`src/rtl/cgt_pkg.sv`:
```
package cgt_pkg;

   typedef enum logic [1:0] {
      MD_TIMER   = 2'd0,
      MD_PWM     = 2'd1,
      MD_ONESHOT = 2'd2,
      MD_CAPTURE = 2'd3
   } cgt_mode_e;

   localparam logic [1:0] RS_PERIOD = 2'd0;
   localparam logic [1:0] RS_THRESH = 2'd1;
   localparam logic [1:0] RS_CTRL   = 2'd2;
   localparam logic [1:0] RS_PIN    = 2'd3;

   localparam int CTL_FAST_BIT = 2;
   localparam int CTL_RUN_BIT  = 3;

endpackage

```
`src/rtl/cgt_tick_div.sv`:
```
module cgt_tick_div #(
   parameter int SLOW_DIV = 4,
   localparam int DIV_W = (SLOW_DIV > 1) ? $clog2(SLOW_DIV) : 1
) (
   input  logic clk,
   input  logic rst_n,
   output logic slow_tick
);

   generate
      if (SLOW_DIV <= 1) begin : g_nodiv
         assign slow_tick = 1'b1;
      end else begin : g_div
         logic [DIV_W-1:0] div_q;

         always_ff @(posedge clk) begin
            if (!rst_n) begin
               div_q <= '0;
            end else if (div_q == DIV_W'(SLOW_DIV - 1)) begin
               div_q <= '0;
            end else begin
               div_q <= div_q + 1'b1;
            end
         end

         assign slow_tick = (div_q == DIV_W'(SLOW_DIV - 1));

         AST_SLOW_GAP: assert property (@(posedge clk) disable iff (!rst_n)
            slow_tick |=> !slow_tick);
      end
   endgenerate

endmodule

```
`src/rtl/cgt_unit.sv`:
```
module cgt_unit
   import cgt_pkg::*;
#(
   parameter int CNT_W   = 16,
   parameter int PIN_W   = 6,
   parameter int GRP_W   = 3,
   parameter int UNIT_ID = 0
) (
   input  logic             clk,
   input  logic             rst_n,
   input  logic             slow_tick,
   input  logic             wr_en,
   input  logic [1:0]       wr_sel,
   input  logic [CNT_W-1:0] wr_data,
   input  logic             cap_in,
   output logic             pin_out,
   output logic             pin_drive,
   output logic             pin_attach,
   output logic [PIN_W-1:0] pin_sel,
   output logic [CNT_W-1:0] cnt_o,
   output logic [CNT_W-1:0] thr_o,
   output logic             irq_o
);

   cgt_mode_e        mode_q;
   logic             fast_q;
   logic             run_q;
   logic             cap_q;
   logic [CNT_W-1:0] cnt_q;
   logic [CNT_W-1:0] per_q;
   logic [CNT_W-1:0] thr_q;
   logic [CNT_W:0]   cnt_inc;
   logic             tick;
   logic             ctrl_wr;
   logic             grp_ok;
   logic             cap_rise;

   assign cnt_inc  = {1'b0, cnt_q} + 1'b1;
   assign tick     = fast_q | slow_tick;
   assign ctrl_wr  = wr_en && (wr_sel == RS_CTRL);
   assign grp_ok   = (wr_data[GRP_W-1:0] == GRP_W'(UNIT_ID));
   assign cap_rise = cap_in & ~cap_q;

   always_ff @(posedge clk) begin
      if (!rst_n) begin
         mode_q     <= MD_TIMER;
         fast_q     <= 1'b0;
         run_q      <= 1'b0;
         cap_q      <= 1'b0;
         cnt_q      <= '0;
         per_q      <= '0;
         thr_q      <= '0;
         irq_o      <= 1'b0;
         pin_attach <= 1'b0;
         pin_sel    <= PIN_W'(UNIT_ID);
      end else begin
         irq_o <= 1'b0;
         cap_q <= cap_in;
         if (ctrl_wr) begin
            mode_q <= cgt_mode_e'(wr_data[1:0]);
            fast_q <= wr_data[CTL_FAST_BIT];
            run_q  <= wr_data[CTL_RUN_BIT];
            cnt_q  <= '0;
         end else if (run_q) begin
            if (mode_q == MD_CAPTURE && cap_rise) begin
               thr_q <= cnt_q;
               irq_o <= 1'b1;
            end
            if (tick) begin
               if (mode_q == MD_ONESHOT) begin
                  cnt_q <= cnt_inc[CNT_W-1:0];
                  if (cnt_inc >= {1'b0, thr_q}) begin
                     run_q <= 1'b0;
                     irq_o <= 1'b1;
                  end
               end else if (cnt_q >= per_q) begin
                  cnt_q <= '0;
                  if (mode_q == MD_TIMER) irq_o <= 1'b1;
               end else begin
                  cnt_q <= cnt_inc[CNT_W-1:0];
               end
            end
         end
         if (wr_en && wr_sel == RS_PERIOD) per_q <= wr_data;
         if (wr_en && wr_sel == RS_THRESH) thr_q <= wr_data;
         if (wr_en && wr_sel == RS_PIN && grp_ok) begin
            pin_attach <= wr_data[PIN_W];
            pin_sel    <= wr_data[PIN_W-1:0];
         end
      end
   end

   always_comb begin
      unique case (mode_q)
         MD_PWM:     pin_out = run_q && (cnt_q < thr_q);
         MD_ONESHOT: pin_out = run_q;
         default:    pin_out = 1'b0;
      endcase
   end

   assign pin_drive = (mode_q != MD_CAPTURE);
   assign cnt_o     = cnt_q;
   assign thr_o     = thr_q;

   AST_TIMER_WRAP: assert property (@(posedge clk) disable iff (!rst_n)
      (irq_o && mode_q == MD_TIMER) |-> (cnt_q == '0));
   AST_ONESHOT_END: assert property (@(posedge clk) disable iff (!rst_n)
      ($fell(run_q) && mode_q == MD_ONESHOT && !$past(ctrl_wr)) |-> irq_o);
   AST_IDLE_HOLD: assert property (@(posedge clk) disable iff (!rst_n)
      (!run_q && !ctrl_wr) |=> $stable(cnt_q));
   AST_PIN_GROUP: assert property (@(posedge clk) disable iff (!rst_n)
      pin_attach |-> (pin_sel[GRP_W-1:0] == GRP_W'(UNIT_ID)));

endmodule

```
`src/rtl/cgt_pin_matrix.sv`:
```
module cgt_pin_matrix #(
   parameter int NUM_PINS = 64,
   parameter int GROUPS   = 8,
   parameter int PIN_W    = 6
) (
   input  logic                      clk,
   input  logic                      rst_n,
   input  logic [NUM_PINS-1:0]       gpio_in,
   input  logic [NUM_PINS-1:0]       sw_out,
   input  logic [NUM_PINS-1:0]       sw_oe,
   input  logic [NUM_PINS-1:0]       pin_irq_en,
   input  logic [GROUPS-1:0]         unit_out,
   input  logic [GROUPS-1:0]         unit_drive,
   input  logic [GROUPS-1:0]         unit_attach,
   input  logic [GROUPS*PIN_W-1:0]   unit_sel,
   output logic [NUM_PINS-1:0]       gpio_out,
   output logic [NUM_PINS-1:0]       gpio_oe,
   output logic [GROUPS-1:0]         cap_in,
   output logic [NUM_PINS-1:0]       pin_irq
);

   logic [NUM_PINS-1:0] in_q;

   for (genvar p = 0; p < NUM_PINS; p++) begin : g_pin
      localparam int G = p % GROUPS;
      logic owned;
      assign owned       = unit_attach[G] && (unit_sel[G*PIN_W +: PIN_W] == PIN_W'(p));
      assign gpio_out[p] = owned ? unit_out[G]   : sw_out[p];
      assign gpio_oe[p]  = owned ? unit_drive[G] : sw_oe[p];

      AST_PIN_IRQ_PULSE: assert property (@(posedge clk) disable iff (!rst_n)
         pin_irq[p] |=> !pin_irq[p]);
   end

   for (genvar g = 0; g < GROUPS; g++) begin : g_grp
      assign cap_in[g] = unit_attach[g] & gpio_in[unit_sel[g*PIN_W +: PIN_W]];
   end

   always_ff @(posedge clk) begin
      if (!rst_n) begin
         in_q    <= '0;
         pin_irq <= '0;
      end else begin
         in_q    <= gpio_in;
         pin_irq <= pin_irq_en & gpio_in & ~in_q;
      end
   end

endmodule

```
`src/rtl/cgpio_timer_bank.sv`:
```
module cgpio_timer_bank #(
   parameter int GROUPS   = 8,
   parameter int NUM_PINS = 64,
   parameter int CNT_W    = 16,
   parameter int SLOW_DIV = 4,
   localparam int GRP_W   = $clog2(GROUPS),
   localparam int PIN_W   = $clog2(NUM_PINS)
) (
   input  logic                      clk,
   input  logic                      rst_n,
   input  logic                      wr_en,
   input  logic [GRP_W-1:0]          wr_unit,
   input  logic [1:0]                wr_sel,
   input  logic [CNT_W-1:0]          wr_data,
   input  logic [NUM_PINS-1:0]       gpio_in,
   input  logic [NUM_PINS-1:0]       sw_out,
   input  logic [NUM_PINS-1:0]       sw_oe,
   input  logic [NUM_PINS-1:0]       pin_irq_en,
   output logic [NUM_PINS-1:0]       gpio_out,
   output logic [NUM_PINS-1:0]       gpio_oe,
   output logic [NUM_PINS-1:0]       pin_irq,
   output logic [GROUPS-1:0]         unit_irq,
   output logic [GROUPS*CNT_W-1:0]   unit_cnt,
   output logic [GROUPS*CNT_W-1:0]   unit_thr
);

   if (GROUPS < 2 || (GROUPS & (GROUPS - 1)) != 0) begin : g_chk_groups
      $error("GROUPS must be a power of two of at least 2");
   end
   if (NUM_PINS != (1 << PIN_W) || NUM_PINS < GROUPS) begin : g_chk_pins
      $error("NUM_PINS must be a power of two not below GROUPS");
   end
   if (CNT_W < PIN_W + 1 || CNT_W < 4) begin : g_chk_cnt
      $error("CNT_W must hold the pin field and the control bits");
   end

   logic                    slow_tick;
   logic [GROUPS-1:0]       u_out;
   logic [GROUPS-1:0]       u_drive;
   logic [GROUPS-1:0]       u_attach;
   logic [GROUPS*PIN_W-1:0] u_sel;
   logic [GROUPS-1:0]       u_cap;

   cgt_tick_div #(.SLOW_DIV(SLOW_DIV)) i_div (
      .clk       (clk),
      .rst_n     (rst_n),
      .slow_tick (slow_tick)
   );

   for (genvar g = 0; g < GROUPS; g++) begin : g_unit
      cgt_unit #(
         .CNT_W   (CNT_W),
         .PIN_W   (PIN_W),
         .GRP_W   (GRP_W),
         .UNIT_ID (g)
      ) i_unit (
         .clk        (clk),
         .rst_n      (rst_n),
         .slow_tick  (slow_tick),
         .wr_en      (wr_en && (wr_unit == GRP_W'(g))),
         .wr_sel     (wr_sel),
         .wr_data    (wr_data),
         .cap_in     (u_cap[g]),
         .pin_out    (u_out[g]),
         .pin_drive  (u_drive[g]),
         .pin_attach (u_attach[g]),
         .pin_sel    (u_sel[g*PIN_W +: PIN_W]),
         .cnt_o      (unit_cnt[g*CNT_W +: CNT_W]),
         .thr_o      (unit_thr[g*CNT_W +: CNT_W]),
         .irq_o      (unit_irq[g])
      );
   end

   cgt_pin_matrix #(
      .NUM_PINS (NUM_PINS),
      .GROUPS   (GROUPS),
      .PIN_W    (PIN_W)
   ) i_matrix (
      .clk         (clk),
      .rst_n       (rst_n),
      .gpio_in     (gpio_in),
      .sw_out      (sw_out),
      .sw_oe       (sw_oe),
      .pin_irq_en  (pin_irq_en),
      .unit_out    (u_out),
      .unit_drive  (u_drive),
      .unit_attach (u_attach),
      .unit_sel    (u_sel),
      .gpio_out    (gpio_out),
      .gpio_oe     (gpio_oe),
      .cap_in      (u_cap),
      .pin_irq     (pin_irq)
   );

   AST_RESET_QUIET: assert property (@(posedge clk)
      $past(!rst_n) |-> (unit_irq == '0 && u_attach == '0));

endmodule

```
`config.mk`:
```
export PLATFORM = sky130hd
export DESIGN_NAME = cgpio_timer_bank
export DESIGN_NICKNAME = d
export VERILOG_FILES = /design/src/rtl/cgt_pkg.sv /design/src/rtl/cgt_tick_div.sv /design/src/rtl/cgt_unit.sv /design/src/rtl/cgt_pin_matrix.sv /design/src/rtl/cgpio_timer_bank.sv
export SDC_FILE = /design/constraint.sdc
export NUM_CORES = 2
export LEC_CHECK = 0
export BUFFER_PORTS_ARGS = -buffer_cell sky130_fd_sc_hd__buf_2
export CAP_MARGIN = 20
export CORE_MARGIN = 5
export CORE_UTILIZATION = 52
export CTS_CLUSTER_SIZE = 8
export DETAILED_ROUTE_END_ITERATION = 10
export PLACE_DENSITY = 0.83
export SETUP_SLACK_MARGIN = 0.1
export SLEW_MARGIN = 20
export SYNTH_ARGS = -nofsm -noshare
export SYNTH_HDL_FRONTEND = slang
export SYNTH_SLANG_ARGS = --single-unit
```
`constraint.sdc`:
```
create_clock -name clk -period 3.2 [get_ports clk]
set_input_delay 0.64 -clock clk [delete_from_list [all_inputs] [get_ports clk]]
set_output_delay 0.64 -clock clk [all_outputs]
set_load 0.005 [all_outputs]
```
# Word level (Yosys, flattened, before mapping)
# Index checks and enable logic that the tools add are counted.
# W data, S select, Z words.
# word_totals
register_bits	618
output_inout_bits	456
wordCells	766
# classes
n_addsub	9
magnitude_cmp	32
eq_ne	121
n_mux	288
bitwise_logic	44
reduce_logical	189
# op_table
operator	count
$mux W16	48
$mux W1	224
$eq A6 B6 Y1 const B	32
$add A16 B1 Y17 const B	8
$ge A17 B16 Y1	8
$and A64 B64 Y64	2
$ge A16 B16 Y1	8
$logic_and A1 B1 Y1	128
$lt A16 B16 Y1	8
$eq A6 B5 Y1 const B	16
$not A64 Y64	1
$lt A6 B7 Y1 const B	8
$bmux W1 S6	8
$eq A6 B4 Y1 const B	8
$eq A2 B2 Y1 const B	19
$ne A2 B2 Y1 const B	16
$reduce_bool A2 Y1	16
$eq A3 B3 Y1 const B	8
$eq A6 B3 Y1 const B	4
$reduce_and A3 Y1	8
$reduce_or A3 Y1	8
$eq A2 B1 Y1 const B	9
$logic_not A2 Y1	9
$reduce_or A2 Y1	9
other kinds (12)	70

# Longest topological paths before layout
# logic_depth
depth_word	10
ltp_mapped	16

# Modules after synthesis
# Synthesis repeated with hierarchy kept, for this count alone.
# unflattened
cells_unflattened	4545
hier_area_um2	42279.3
# by_module_without_submodules
mod	n_inst	cells_per_inst	area_per_inst_um2
cgt_pin_matrix	1	855	10045.9
cgt_unit (g_unit[7].i_unit)	1	468	4061.4
cgt_unit (g_unit[5].i_unit)	1	456	4013.8
cgt_unit (g_unit[3].i_unit)	1	457	4012.6
cgt_unit (g_unit[1].i_unit)	1	461	4011.3
cgt_unit (g_unit[4].i_unit)	1	460	4005.1
cgt_unit (g_unit[2].i_unit)	1	459	4002.6
cgt_unit (g_unit[0].i_unit)	1	454	3998.8
cgt_unit (g_unit[6].i_unit)	1	462	3957.5
cgpio_timer_bank	1	8	96.3
cgt_tick_div	1	5	73.8

# Worst setup path after synthesis
# No wires, ideal clock.
# synth_timing
kind	reg2reg
startpoint	register g_unit[7].i_unit.cnt_q[0]
endpoint	register g_unit[7].i_unit.run_q
setup_time_ns	0.128
arrival_ns	3.181
t_required_ns	3.072
setup_slack_ns	-0.109
stages_incl_launch_ff	17
path_buffers	0
path_cell_list	dfxtp_1 -> ha_1 -> nand3_1 -> or3_1 -> nor2_1 -> nand3_1 -> or2_1 -> xnor2_1 -> ha_1 -> nand2_1 -> nor3_1 -> o21ai_0 -> a21oi_1 -> o31a_1 -> o221ai_1 -> a22oi_1 -> nor2_1
# synth_between
elab_chain_len	7
# synth_rtl
element	line	text
start, declared	cgt_unit.sv:29	logic [CNT_W-1:0] cnt_q;
start signal, assigned	cgt_unit.sv:71	cnt_q <= cnt_inc[CNT_W-1:0];
start signal, assigned	cgt_unit.sv:80	cnt_q <= cnt_inc[CNT_W-1:0];
$add A16 B1 Y17	cgt_unit.sv:38	assign cnt_inc = {1'b0, cnt_q} + 1'b1;
$ge A17 B16 Y1	cgt_unit.sv:72	if (cnt_inc >= {1'b0, thr_q}) begin
$mux W1	cgt_unit.sv:72	
$mux W1	cgt_unit.sv:70	if (mode_q == MD_ONESHOT) begin
$mux W1	cgt_unit.sv:69	if (tick) begin
$mux W1	cgt_unit.sv:64	end else if (run_q) begin
$mux W1	cgt_unit.sv:59	if (ctrl_wr) begin
end signal, assigned	cgt_unit.sv:62	run_q <= wr_data[CTL_RUN_BIT];
end, declared	cgt_unit.sv:27	logic run_q;
# Every way passes these cells.
# A chain may end at the register's enable or synchronous reset.

# Worst setup path in the final report
# layout_timing
startpoint	register g_unit[2].i_unit.cnt_q[1]
endpoint	output port gpio_out[26]
# layout_between
elab_chain_len	4
# layout_rtl
element	line	text
start, declared	cgt_unit.sv:29	
start signal, assigned	cgt_unit.sv:71	
start signal, assigned	cgt_unit.sv:80	
$lt A16 B16 Y1	cgt_unit.sv:95	MD_PWM: pin_out = run_q && (cnt_q < thr_q);
$logic_and A1 B1 Y1	cgt_unit.sv:95	
$pmux W1 S2	cgt_unit.sv:94	unique case (mode_q)
$mux W1	cgt_pin_matrix.sv:28	assign gpio_out[p] = owned ? unit_out[G] : sw_out[p];
end, declared	cgpio_timer_bank.sv:19	output logic [NUM_PINS-1:0] gpio_out,
# Every way passes these cells.

==> impl_results.md <==
- Die width: a little under 300 microns
- First-pass GRT wire length: ~240 mm
- Grt ovf: 0
- Num CTS Buffers: between 80 and 90
- Post-route setup slack: -0.4706 ns
- Final Setup Violations: 66
- CP Capture Type: output pin
- Bufs on Longest Clock Path: 3
- Power Density: between 300 and 400 nW/um^2
- Syn nets: approximately 5500
- Synth-to-Final Area Change: 28.22%
- Synth Area in Adders: a little over an eighth
- # rows: approximately 100
- Crit Path Max Fanout: 8
- Setup Skew: around 0.037 ns
- Area after DPL: approximately 47000 sq um
- Syn avg cell area: 8.456 sq um
- Fin crit period: roughly 3.7 ns
- Post-synth ARST share: 0%
- RSZ-0062 raised after global routing: yes
- Max VDD drop: roughly 0.42 mV
- All-Layer GR Usage: a little under two fifths
- Clk_lat worst skew: ~0.65 ns
- Leading register cell type out of synthesis: dfxtp_1
- Post-synthesis sequential area ratio: a little under a third
- Commonest non-fill, non-tap cells in the layout: buf_2 (690), nand2_1 (605), dfxtp_1 (570)
- CTS H-tree depth: 3
- Placement Setup Slack: -0.2404 ns
- Compound-Gate Fraction of Synth Area: 14.63%
- Die area: between 80000 and 90000 sq um
- Final-report hold violation count: 0
- Commonest non-fill, non-tap cell in the layout: buf_2
- Pin count of the biggest net entering global routing: approximately 120
- Ratio of cells with drive above 1 in the final layout: between 20% and 30%
- Dominant cell type by area after synthesis: dfxtp_1
- Detailed Place HPWL: between 100 and 150 mm
- Post-Synth Simple-Gate Area: about a fifth
- Number of nets in the layout: between 6000 and 7000
- Vias post-DR: ~42000
- Worst Path Required: roughly 2.6 ns
- TritonCTS clock tree: done
- Mux share of post-synthesis cell area: about an eighth
- Area of the core: a little under 80000 sq um
- Post-Place Cells: around 6700
- Maximum clock frequency: ~0.27 GHz
- DRT Pass-1 Iters: 9
- Worst slew margin: approximately 36%
- Status: complete, but fails checks
- CP startpoint kind: flip-flop
- Clock sink count: 618
- Failing checks: negative setup slack
- #FFs+latches synth: about 620
- CP max-delay cell: a2111oi_4
- Slew Viols, Final: 0
- Final Instance Area: about 52000 sq um
- Max-Cap Viols: 0
- I/O Buffers: 735
- WHS: ~0.24 ns
- Layout fillers: ~6000
- Largest cells by area after synthesis: dfxtp_1 (30%), ha_1 (13%), nand2_1 (5.7%), mux4_2 (5.0%), mux2i_1 (4.6%)
- Worst path cell trace: ha_4 -> nor2b_4 -> o21a_1 -> o21ai_1 -> nand2b_1 -> a2111oi_4 -> a2111oi_4 -> o31ai_4 -> buf_6 -> mux2_4 -> buf_6
- Vias in the first global route: slightly above 40000
- Final Total Pwr: 18.03 mW
- Final std cells w/o fill: about 6800
- Largest family of logic cells by synthesized area: simple AND/OR/NAND/NOR gates
- DR vias/cell: 6.121
- Synth Area in XOR/XNOR: around 4.4%
- Hold/Removal Path Class: input port to flip-flop
- CTS Root Buffer Type: clkbuf_16
- WL final: approximately 170 mm
- GP Congestion: 0.9892
- Clock transition at path regs: approximately 0.050 ns
- Post-Syn Instances: about 4800
- Drc violations: 0
- Synth top area share: a little under a third
- Final period util: 114.7%
- Leak: about 23 nW
- DRT iter0 DRCs: 4073
- Syn. warnings: 0
- Fin util: between 60% and 70%
- Crit path arrival time: a little over 3 ns
- Mapped Area: between 40000 and 50000 sq um
- WP buf/inv: 2
- Reg-to-reg setup timing slack: -0.05 ns
- Final ANT Viol Nets: 0
- I/O pins: ~740
- Crit path largest cell delay: approximately 0.41 ns
- EDFF count, synth: 0
- Crit Path Class: flip-flop to output pin
- Effective utilization at floorplan: between 50% and 60%
- Initial antenna violation count: 36
- Fin Setup TNS: -20.82 ns
- Yosys cell types: 82
- Worst path top cell family by delay: compound AO/OA/AOI/OAI gates
- Drt wl/cell: 24.69 microns
- Die height: 289.3 microns
- Worst slew pin tran: ~0.96 ns
- Number of hold buffers added after CTS: 0
worst register-to-register path, stage by stage (launching register included):
cell and delay (ns):
dfxtp_2 0.34, buf_6 0.10, ha_4 0.13, nand3_2 0.09, or2_4 0.28, nor2_4 0.09
and4_4 0.24, nand4_1 0.18, xnor2_2 0.21, ha_1 0.34, nand2_2 0.08, nor2_4 0.11
nand4_1 0.11, nor4b_2 0.28, a311oi_1 0.07, a21o_1 0.19, a31oi_1 0.17, nor2_1 0.07
power breakdown:
| part | total (mW) | switching, mW | internal, mW |
|---|---|---|---|
| clock network | 8.37 | 3.50 | 4.87 |
| logic | 1.80 | 1.08 | 0.720 |
| registers | 7.86 | 0.0469 | 7.81 |
| total | 18.0 | 4.63 | 13.4 |
area by class of cell:
type / count / area (sq um) / area share (%)
clock inverter: 6 / 88.84 / 0.1708
multi-input combinational: 3618 / 27390 / 52.66
timing repair buffer: 1141 / 7337 / 14.10
clock buffer: 93 / 2231 / 4.288
inverter: 299 / 1145 / 2.201
tap: 1040 / 1301 / 2.501
sequential: 618 / 12460 / 23.96
antenna: 25 / 62.56 / 0.1203
sequential cells by signal, summed over array words and instances (netlist names):
signal	count
g_unit.i_unit.pin_attach	8
g_unit.i_unit.cap_q	8
g_unit.i_unit.mode_q	16
i_matrix.pin_irq	64
g_unit.i_unit.per_q	128
g_unit.i_unit.irq_o	8
g_unit.i_unit.cnt_o	128
g_unit.i_unit.thr_o	128
i_div.g_div.div_q	2
g_unit.i_unit.run_q	8
g_unit.i_unit.pin_sel	48
i_matrix.in_q	64
g_unit.i_unit.fast_q	8
synthesized netlist by cell type (9+ instances only):
cell and count:
dfxtp_1 618, nand2_1 611, ha_1 425, nor2_1 374, a21oi_1 354, inv_1 297, o21ai_0 223, clkbuf_1 188
mux2i_1 185, nand3_1 147, xor2_1 105, xnor2_1 99, mux4_2 90, and2_1 87, mux2_2 87, nor2b_1 81
and3b_1 72, a21o_1 70, nand4_1 57, and3_1 50, a211oi_1 47, buf_2 43, nor3_1 41, nand2b_1 35
o21ai_1 34, o21a_1 32, o211ai_1 21, a311oi_1 20, nand3b_1 19, nor4_1 18, a2111oi_0 17, a22oi_1 16
a31oi_1 16, buf_4 16, a211oi_2 13, and4_1 13, o22ai_1 13, buf_1 11, nor4b_1 11, o31ai_1 11
or3_1 11, o2111ai_1 9
worst paths after layout:
kind	startpoint	end	cells after the start
setup / recovery	g_unit[2].i_unit.cnt_o[1]	gpio_out[26]	11
hold / removal	pin_irq_en[50]	i_matrix.pin_irq[50]	2
setup reg to reg	g_unit[3].i_unit.cnt_o[1]	g_unit[3].i_unit.run_q	17
hold reg to reg	i_div.g_div.div_q[0]	i_div.g_div.div_q[0]	1
metal layers:
| layer | part of all wire [%] | GRT usage [%] | vias to the layer above |
|---|---|---|---|
| li1 | - | - | 18816 |
| met1 | 36 | 43.96 | 19786 |
| met2 | 45 | 60.91 | 2468 |
| met3 | 11 | 11.33 | 776 |
| met4 | 7.6 | 23.88 | 24 |
| met5 | 0.091 | 0 | - |
kinds of logic (layout without fill, tap and decap cells):
logic type      count (synthesis)  after routing
fa+ha+maj                     425            425
buf+inv                       562           1539
other cells                     0             25
mux                           367            367
flops                         618            618
xor+xnor                      204            204
compound gates                963            963
simple gates                 1659           1659
repair_timing:
action / in CTS / in global routing
setup buffers: 21 / 26
endpoints found under the setup margin: 124 / 155
pin swaps: 93 / 119
gates resized for setup: 291 / 182
Note: power is estimated with default switching activity, not from simulation.
